`src/rtl/fcf_pkg.sv`:
```
package fcf_pkg;

    typedef enum logic [0:0] {
        S_IDLE = 1'b0,
        S_DONE = 1'b1
    } fcf_state_e;

    typedef struct packed {
        logic       ok;
        logic [2:0] lg;
    } pow2_t;

    // decode a power of two up to 16 into its log2
    function automatic pow2_t pow2_decode(input logic [4:0] v);
        pow2_t r;
        r.ok = 1'b1;
        r.lg = 3'd0;
        case (v)
            5'd1:    r.lg = 3'd0;
            5'd2:    r.lg = 3'd1;
            5'd4:    r.lg = 3'd2;
            5'd8:    r.lg = 3'd3;
            5'd16:   r.lg = 3'd4;
            default: r.ok = 1'b0;
        endcase
        return r;
    endfunction

endpackage

```
`src/rtl/fcf_geom.sv`:
```
module fcf_geom
    import fcf_pkg::*;
#(
    parameter int MAX_BUS_BYTES = 16,
    parameter int WORD_BYTES    = 8
) (
    input  logic [$clog2(MAX_BUS_BYTES):0] bus_bytes,
    input  logic [3:0]                     ilv,
    input  logic [2:0]                     dev_bytes,
    output logic                           legal,
    output logic [2:0]                     bus_lg,
    output logic [2:0]                     ilv_lg,
    output logic [2:0]                     dev_lg,
    output logic [2:0]                     lane_lg,
    output logic [2:0]                     lanes_lg,
    output logic [2:0]                     sub_lg
);
    localparam int WORD_LG = $clog2(WORD_BYTES);
    localparam int MAX_LG  = $clog2(MAX_BUS_BYTES);

    pow2_t      b_d, i_d, d_d;
    logic [2:0] word_lg;

    always_comb begin
        b_d = pow2_decode(5'(bus_bytes));
        i_d = pow2_decode({1'b0, ilv});
        d_d = pow2_decode({2'b00, dev_bytes});
        bus_lg  = b_d.lg;
        ilv_lg  = i_d.lg;
        dev_lg  = d_d.lg;
        lane_lg = b_d.lg - i_d.lg;
        word_lg = (b_d.lg > 3'(WORD_LG)) ? 3'(WORD_LG) : b_d.lg;
        lanes_lg = word_lg - lane_lg;
        sub_lg   = b_d.lg - word_lg;
        legal = b_d.ok && (b_d.lg <= 3'(MAX_LG)) &&
                i_d.ok && (i_d.lg <= 3'd3) &&
                d_d.ok && (d_d.lg <= 3'd2) &&
                (b_d.lg >= i_d.lg) && (lane_lg <= 3'd2);
    end
endmodule

```
`src/rtl/fcf_addr.sv`:
```
module fcf_addr #(
    parameter int OFS_W  = 16,
    parameter int ADDR_W = 24
) (
    input  logic [OFS_W-1:0]  ofs,
    input  logic [2:0]        bus_lg,
    input  logic [2:0]        ilv_lg,
    input  logic [2:0]        dev_lg,
    output logic [ADDR_W-1:0] addr
);
    logic [3:0]        scale_lg;
    logic [ADDR_W-1:0] base, twist;
    logic              compat;

    always_comb begin
        scale_lg = {1'b0, dev_lg} + {1'b0, ilv_lg};
        base     = ADDR_W'(ofs) << scale_lg;
        compat   = (scale_lg > {1'b0, bus_lg}) && (ofs[7:0] == 8'hAA);
        twist    = ((ADDR_W'(1) << dev_lg) >> 1) << ilv_lg;
        addr     = compat ? (base | twist) : base;
    end
endmodule

```
`src/rtl/fcf_cmd.sv`:
```
module fcf_cmd #(
    parameter int MAX_BUS_BYTES = 16,
    parameter int WORD_BYTES    = 8
) (
    input  logic [7:0]                   cmd,
    input  logic                         big_end,
    input  logic [2:0]                   lane_lg,
    input  logic [2:0]                   lanes_lg,
    input  logic [2:0]                   sub_lg,
    output logic [MAX_BUS_BYTES*8-1:0]   data
);
    localparam int WORD_W = WORD_BYTES * 8;
    localparam int SUBW   = MAX_BUS_BYTES / WORD_BYTES;

    logic [WORD_W-1:0] one, rep;
    int unsigned       lane_bits;

    always_comb begin
        lane_bits = 32'd8 << lane_lg;
        one = {{(WORD_W-8){1'b0}}, cmd} << (big_end ? (lane_bits - 32'd8) : 32'd0);
        rep = one;
        if (lanes_lg >= 3'd3) rep = rep | (rep << (lane_bits * 4));
        if (lanes_lg >= 3'd2) rep = rep | (rep << (lane_bits * 2));
        if (lanes_lg >= 3'd1) rep = rep | (rep << lane_bits);
    end

    for (genvar k = 0; k < SUBW; k++) begin : g_sub
        assign data[k*WORD_W +: WORD_W] = (32'(k) < (32'd1 << sub_lg)) ? rep : '0;
    end
endmodule

```
`src/rtl/fcf_stat.sv`:
```
module fcf_stat #(
    parameter int MAX_BUS_BYTES = 16,
    parameter int WORD_BYTES    = 8
) (
    input  logic [MAX_BUS_BYTES*8-1:0] st_in,
    input  logic                       big_end,
    input  logic [2:0]                 bus_lg,
    input  logic [2:0]                 lane_lg,
    input  logic [2:0]                 lanes_lg,
    input  logic [2:0]                 sub_lg,
    output logic [WORD_BYTES*8-1:0]    st_out
);
    localparam int WORD_W = WORD_BYTES * 8;
    localparam int BUS_W  = MAX_BUS_BYTES * 8;
    localparam int SUBW   = MAX_BUS_BYTES / WORD_BYTES;

    logic [BUS_W-1:0]  masked;
    logic [WORD_W-1:0] one, res;
    int unsigned       lane_bits;

    always_comb begin
        for (int j = 0; j < MAX_BUS_BYTES; j++)
            masked[j*8 +: 8] = (j < (1 << bus_lg)) ? st_in[j*8 +: 8] : 8'h00;
        one = '0;
        for (int k = 0; k < SUBW; k++)
            if (k < (1 << sub_lg)) one = one | masked[k*WORD_W +: WORD_W];
        lane_bits = 32'd8 << lane_lg;
        res = one;
        if (lanes_lg >= 3'd3) res = res | (one >> (lane_bits * 4));
        if (lanes_lg >= 3'd2) res = res | (one >> (lane_bits * 2));
        if (lanes_lg >= 3'd1) res = res | (one >> lane_bits);
        case (lane_lg)
            3'd1:    st_out = big_end ? WORD_W'({res[7:0], res[15:8]})
                                      : WORD_W'(res[15:0]);
            3'd2:    st_out = big_end ? WORD_W'({res[7:0], res[15:8], res[23:16], res[31:24]})
                                      : WORD_W'(res[31:0]);
            default: st_out = res;
        endcase
    end
endmodule

```
`src/rtl/flash_cmd_fmt.sv`:
```
module flash_cmd_fmt
    import fcf_pkg::*;
#(
    parameter int MAX_BUS_BYTES = 16,
    parameter int WORD_BYTES    = 8,
    parameter int OFS_W         = 16,
    parameter int ADDR_W        = 24
) (
    input  logic                           clk,
    input  logic                           rst_n,
    input  logic                           req_valid,
    input  logic [7:0]                     cmd,
    input  logic [OFS_W-1:0]               cmd_ofs,
    input  logic [$clog2(MAX_BUS_BYTES):0] cfg_bus_bytes,
    input  logic [3:0]                     cfg_ilv,
    input  logic [2:0]                     cfg_dev_bytes,
    input  logic                           cfg_big_end,
    input  logic [MAX_BUS_BYTES*8-1:0]     status_in,
    output logic                           rsp_valid,
    output logic [ADDR_W-1:0]              addr_out,
    output logic [MAX_BUS_BYTES*8-1:0]     data_out,
    output logic [WORD_BYTES*8-1:0]        status_out,
    output logic                           geom_err
);
    localparam int BUS_W  = MAX_BUS_BYTES * 8;
    localparam int WORD_W = WORD_BYTES * 8;

    fcf_state_e        state, state_nx;
    logic              legal;
    logic [2:0]        bus_lg, ilv_lg, dev_lg, lane_lg, lanes_lg, sub_lg;
    logic [ADDR_W-1:0] addr_c;
    logic [BUS_W-1:0]  data_c;
    logic [WORD_W-1:0] stat_c;

    fcf_geom #(.MAX_BUS_BYTES(MAX_BUS_BYTES), .WORD_BYTES(WORD_BYTES)) u_geom (
        .bus_bytes(cfg_bus_bytes), .ilv(cfg_ilv), .dev_bytes(cfg_dev_bytes),
        .legal(legal), .bus_lg(bus_lg), .ilv_lg(ilv_lg), .dev_lg(dev_lg),
        .lane_lg(lane_lg), .lanes_lg(lanes_lg), .sub_lg(sub_lg)
    );

    fcf_addr #(.OFS_W(OFS_W), .ADDR_W(ADDR_W)) u_addr (
        .ofs(cmd_ofs), .bus_lg(bus_lg), .ilv_lg(ilv_lg), .dev_lg(dev_lg), .addr(addr_c)
    );

    fcf_cmd #(.MAX_BUS_BYTES(MAX_BUS_BYTES), .WORD_BYTES(WORD_BYTES)) u_cmd (
        .cmd(cmd), .big_end(cfg_big_end), .lane_lg(lane_lg), .lanes_lg(lanes_lg),
        .sub_lg(sub_lg), .data(data_c)
    );

    fcf_stat #(.MAX_BUS_BYTES(MAX_BUS_BYTES), .WORD_BYTES(WORD_BYTES)) u_stat (
        .st_in(status_in), .big_end(cfg_big_end), .bus_lg(bus_lg), .lane_lg(lane_lg),
        .lanes_lg(lanes_lg), .sub_lg(sub_lg), .st_out(stat_c)
    );

    // next-state selection: accept / re-accept / retire
    always_comb begin
        state_nx = state;
        unique case (state)
            S_IDLE: if (req_valid) state_nx = S_DONE;
            S_DONE: state_nx = req_valid ? S_DONE : S_IDLE;
        endcase
    end

    // state register
    always_ff @(posedge clk or negedge rst_n) begin
        if (!rst_n) state <= S_IDLE;
        else        state <= state_nx;
    end

    assign rsp_valid = (state == S_DONE);

    // output register
    always_ff @(posedge clk or negedge rst_n) begin
        if (!rst_n) begin
            addr_out   <= '0;
            data_out   <= '0;
            status_out <= '0;
            geom_err   <= 1'b0;
        end else if (req_valid) begin
            geom_err   <= !legal;
            addr_out   <= legal ? addr_c : '0;
            data_out   <= legal ? data_c : '0;
            status_out <= legal ? stat_c : '0;
        end
    end
endmodule

```
`config.mk`:
```
export PLATFORM = sky130hd
export DESIGN_NAME = flash_cmd_fmt
export DESIGN_NICKNAME = d
export VERILOG_FILES = /design/src/rtl/fcf_pkg.sv /design/src/rtl/fcf_geom.sv /design/src/rtl/fcf_addr.sv /design/src/rtl/fcf_cmd.sv /design/src/rtl/fcf_stat.sv /design/src/rtl/flash_cmd_fmt.sv
export SDC_FILE = /design/constraint.sdc
export NUM_CORES = 1
export LEC_CHECK = 0
export BUFFER_PORTS_ARGS = -buffer_cell sky130_fd_sc_hd__clkbuf_2
export CORE_MARGIN = 2
export CORE_UTILIZATION = 50
export DETAILED_ROUTE_END_ITERATION = 10
export MAX_ROUTING_LAYER = met4
export PLACE_DENSITY = 0.72
export SYNTH_ARGS = -nofsm -noshare
export SYNTH_HDL_FRONTEND = slang
export SYNTH_HIERARCHICAL = 1
export SYNTH_SLANG_ARGS = --single-unit
```
`constraint.sdc`:
```
create_clock -name clk -period 0.8 [get_ports clk]
set_input_delay 0.16 -clock clk [delete_from_list [all_inputs] [get_ports clk]]
set_output_delay 0.16 -clock clk [all_outputs]
set_load 0.1 [all_outputs]
```
==> results.ini, run 1 <==
[status]
outcome=aborted with a tool error
lastStage=4_1_cts
first-error=[ERROR DPL-0033] detailed placement checks failed during check placement.

[clocking]
cts_hold_buf=2
cts_resized=556
cts_setup_buffers=160
clock-sinks=218
htree_levels=1
cts_buffer_depth=3
cts_root_buf=clkbuf_16
numCtsBuffers=25

[logic_synthesis]
synthFlopType=dfrtp_1
yosysSeqAreaShare_pct=34.1
synth-adder-area-share_pct=1.38
synth-simple-area-share_pct=20.9
yosysWarnings=6
syn_area_mm2=0.0160
synth.avg_cell_area_um2=7.85
ys_ff_latch=218
synth_compound_area_share_pct=27.8
synth_xor_area_share_pct=0.970
synth_edf_count=0
synthCells=2038
synth.distinct_cells=107
synth_top_family_by_area=compound AO/OA/AOI/OAI gates
synth_mux_area_share_pct=2.56
async_flop_share_pct=100

[floorplanning]
ios=386
die_y_um=183
die_w_um=183
start_util_pct=50.7
rows=65

[placement]
finalWeightedCongestion=1.23
dp_hpwl_um=60500
port_buffers=385

Yosys cell counts, drive strengths merged, types with 17 or more instances:
library cell | n | area (um2)
o22ai | 34 | 213
nor2b | 42 | 265
buf | 115 | 855
inv | 247 | 932
a21oi | 79 | 403
dfrtp | 218 | 5460
a22oi | 58 | 504
o221ai | 19 | 173
a31oi | 26 | 169
and2 | 33 | 206
nor3 | 17 | 90.1
clkbuf | 42 | 159
nand2 | 98 | 368
mux2i | 24 | 240
a211oi | 24 | 200
nor2 | 162 | 623
nand3 | 241 | 1220
o21ai | 282 | 1410
through the flow:
stage	cells	instance area [um2]	util, %	worst slack, ns	hold slack (ns)
after floorplan	2039	17600	-	-2.97	-0.136
after global placement	3146	26200	83.0	-3.22	-0.00172
after detailed placement	3146	26200	83.0	-3.38	0.0000307
kinds of logic after synthesis:
group	Yosys count
buffers and inverters	405
and+or+nand+nor	669
other	1
DFF	218
muxes	37
adders and majority gates	16
AOI/OAI and AO/OA	676
xor gates and xnor gates	16
==> run 2: changes to the inputs <==
--- a/config.mk
+++ b/config.mk
@@ -7,10 +7,9 @@
 export LEC_CHECK = 0
 export BUFFER_PORTS_ARGS = -buffer_cell sky130_fd_sc_hd__clkbuf_2
 export CORE_MARGIN = 2
-export CORE_UTILIZATION = 50
+export CORE_UTILIZATION = 35
 export DETAILED_ROUTE_END_ITERATION = 10
-export MAX_ROUTING_LAYER = met4
-export PLACE_DENSITY = 0.72
+export PLACE_DENSITY_LB_ADDON = 0.15
 export SYNTH_ARGS = -nofsm -noshare
 export SYNTH_HDL_FRONTEND = slang
 export SYNTH_HIERARCHICAL = 1
==> run 2 against run 1 <==
Area after synthesis stayed put. The flow now finishes, with violations (negative setup slack). Synthesized cell count unchanged.
==> results.ini, run 2 <==
[cells_and_area]
drive_above_1_share_pct=64.1
regMostFlops=data_out
final_cell_count_no_fill=3587
mostFrequentLayoutCell=buf_4
reg.largest.list=data_out x128, status_out x64, addr_out x24
final_cell_mix=buf_4 (497), buf_12 (284), inv_1 (233)
n_antenna_cell=0
largest_reg_flops=128
areaGrowthSynthToFinish_pct=103
layout.nets=3150

[power_and_ir_drop]
pwr-share-clk_pct=26.6
switching_share_pct=38.5
total_power_w=0.0483
p_int_w=0.0297
combPwrFrac_pct=50.4
p_per_area_mw_per_mm2=1490
p_switching_w=0.0186
leakagePower_nw=12.7
ir_worst_vdd_mv=1.95
seqPwrFrac_pct=23.0

[global_routing]
busiest_layer=met2
grt_first_pass_wirelength_um=128000
met2_usage_pct=55.6
grt_max_degree=101
antenna_found_initial=1
grt_pass1_vias=20500
grt.overflow.total=0
grtUsageMet1_pct=48.2
grt_use_total_pct=35.4
use_met3_pct=6.05

[logic_synthesis]
yosysSeqAreaShare_pct=34.1  ; unchanged
synth_common_cells=inv_1 (245), nand3_1 (240), dfrtp_1 (218)
yosys.area.top_type=dfrtp_1
synthFlopType=dfrtp_1
ys_ff_latch=218  ; unchanged
synth.avg_cell_area_um2=7.85  ; unchanged
synth_top_area_share_pct=34.1  ; unchanged
async_flop_share_pct=100  ; unchanged
synth.area.top_cells=dfrtp_1 (34%), nand3_1 (7.5%), inv_1 (5.7%)
yosysMostFrequentCell=inv_1
synth.distinct_cells=107  ; unchanged
synthCells=2038  ; unchanged
synth_edf_count=0  ; unchanged
yosysWarnings=6  ; unchanged
syn_area_mm2=0.0160  ; unchanged

[status]
violations=negative setup slack
outcome=finished, violations left

[critical_path]
cp_max_fo=7
critPathCaptureType=register
critical_path_arrival_ns=4.00
cp-start-kind=input pin
reg2reg_from=data_out[82]
crit_required_ns=1.29
crit_type=in -> reg
crit_start=cfg_ilv[1]

[clocking]
clk_pin_slew_ns=0.06
clock-sinks=218  ; unchanged
cts_tree=built
cts_buffer_depth=3  ; unchanged
numCtsBuffers=27  ; +8.0%
htree_levels=1  ; unchanged
insertion_delay_ns=0.58
cts_root_buf=clkbuf_16

[min_path]
hold_path_class=in -> async

[detailed_routing]
num_vias=20700
drt_wl_total_um=90100
first_iter_violations=2168
wire_per_inst_um=25.1
dr.pass1.iters=6
vias_per_cell=5.78
ant_nets=0
post-route-drc-count=0

[timing]
finalClockSkew_ns=0
slew_headroom_pct=55.1
slew_violations=0
rsz0062_at_grt=yes
worstMarginPinSlew_ns=0.667
period_needed_ns=3.51
final.setup.worst_slack_ns=-2.71
setup_viol=435
period_share_pct=439
hold_viol=0
fmax_mhz=285

[floorplanning]
rows=78  ; +20%
die_w_um=218  ; +19%
ios=386  ; unchanged
core_mm2=0.0453
start_util_pct=35.3  ; -15 points
die_y_um=218  ; +19%
die-area_mm2=0.0474

[placement]
placedCellCount=3394  ; +7.9%
port_buffers=385  ; unchanged
finalWeightedCongestion=1.03  ; -17%
dp_hpwl_um=63700  ; +5.2%

[flow_run]
max_cap_violations=0

-- run 2: cell families (layout without fill, tap and decap cells) --
| logic type | count (synthesis) | in the layout | synth area share [%] |
|---|---|---|---|
| AO/OA/AOI/OAI | 676 | 676 | 27.8 |
| XOR/XNOR | 16 | 16 | 0.970 |
| adder cells (fa/ha/maj) | 16 | 16 | 1.38 |
| buffers and inverters | 405 | 1353 | 12.2 |
| flip-flops | 218 | 218 | 34.1 |
| multiplexers | 37 | 37 | 2.56 |
| other | 1 | 2 | 0.0234 |
| AND/OR/NAND/NOR | 669 | 669 | 20.9 |
-- run 2: final cells by class --
cell class	count	area [um2]
fillers	3196	12700
multi-input cells	1416	12000
repair buffers	1056	11700
flip-flops and latches	218	6270
inverters	248	957
clock buffers	39	771
well taps	600	751
clock inverters	10	130
-- run 2: worst paths after layout --
path / slack (ns) / depth (start not counted) / end
hold reg to reg: 0.60 / 2 / status_out[53]
max in group asynchronous: 0.22 / 3 / addr_out[2]
hold / removal: 0.03 / 2 / status_out[58]
min in group clk: 0.13 / 5 / data_out[8]
setup / recovery: -2.71 / 21 / data_out[124]
setup reg to reg: -0.08 / 3 / data_out[82]
-- run 2: worst max-delay path, stage by stage --
cell and delay [ns]:
buf_8 0.11, xnor2_4 0.13, nor3_4 0.24, ha_4 0.17, inv_2 0.04, fa_2 0.62
buf_12 0.13, buf_12 0.10, nand2b_4 0.14, nor2_4 0.05, inv_2 0.07, ha_4 0.20
buf_4 0.13, nor4bb_1 0.45, a211oi_2 0.13, or2_4 0.32, o22a_1 0.25, o21ai_4 0.15
o311a_1 0.17, nand3_1 0.07, o21ai_1 0.16
-- run 2: power groups by stage --
stage               sequential, W  combinational (W)  clock, W
finish                     0.0111             0.0244    0.0128
global route               0.0111             0.0251    0.0134
CTS                        0.0111             0.0206    0.0129
detailed placement         0.0114             0.0164         0
global placement           0.0114             0.0164         0
floorplan                  0.0116            0.00778         0
-- run 2: what timing repair did --
item	in CTS	in global routing
endpoints found under the setup margin	434	435
hold buffers	4	0
gates resized for setup	393	421
hold endpoints to repair	223	0
pin swaps	138	145
setup buffers	79	65
gates cloned	10	0
-- run 2: layer usage --
metal | vias up | routed length [um]
li1 | 9119 | -
met1 | 10300 | 36800
met2 | 1075 | 41700
met3 | 259 | 7360
met4 | 2 | 4280
met5 | - | 12
-- run 2: metrics by stage --
step	TNS, ns	hold slack [ns]	utilization, %	instance area (um2)	worst slack (ns)
2_1_floorplan	-537.39	-0.136	-	17600	-2.97
3_3_place_gp	-620.83	0.0214	59.5	26900	-3.34
3_5_place_dp	-634.74	0.0198	59.5	26900	-3.35
4_1_cts	-609.95	0.0168	67.0	30400	-2.56
5_1_grt	-655.87	0.0189	71.9	32500	-2.81
6_report	-627.52	0.0253	71.9	32500	-2.71
No activity file was read; power rests on OpenSTA's default activity.
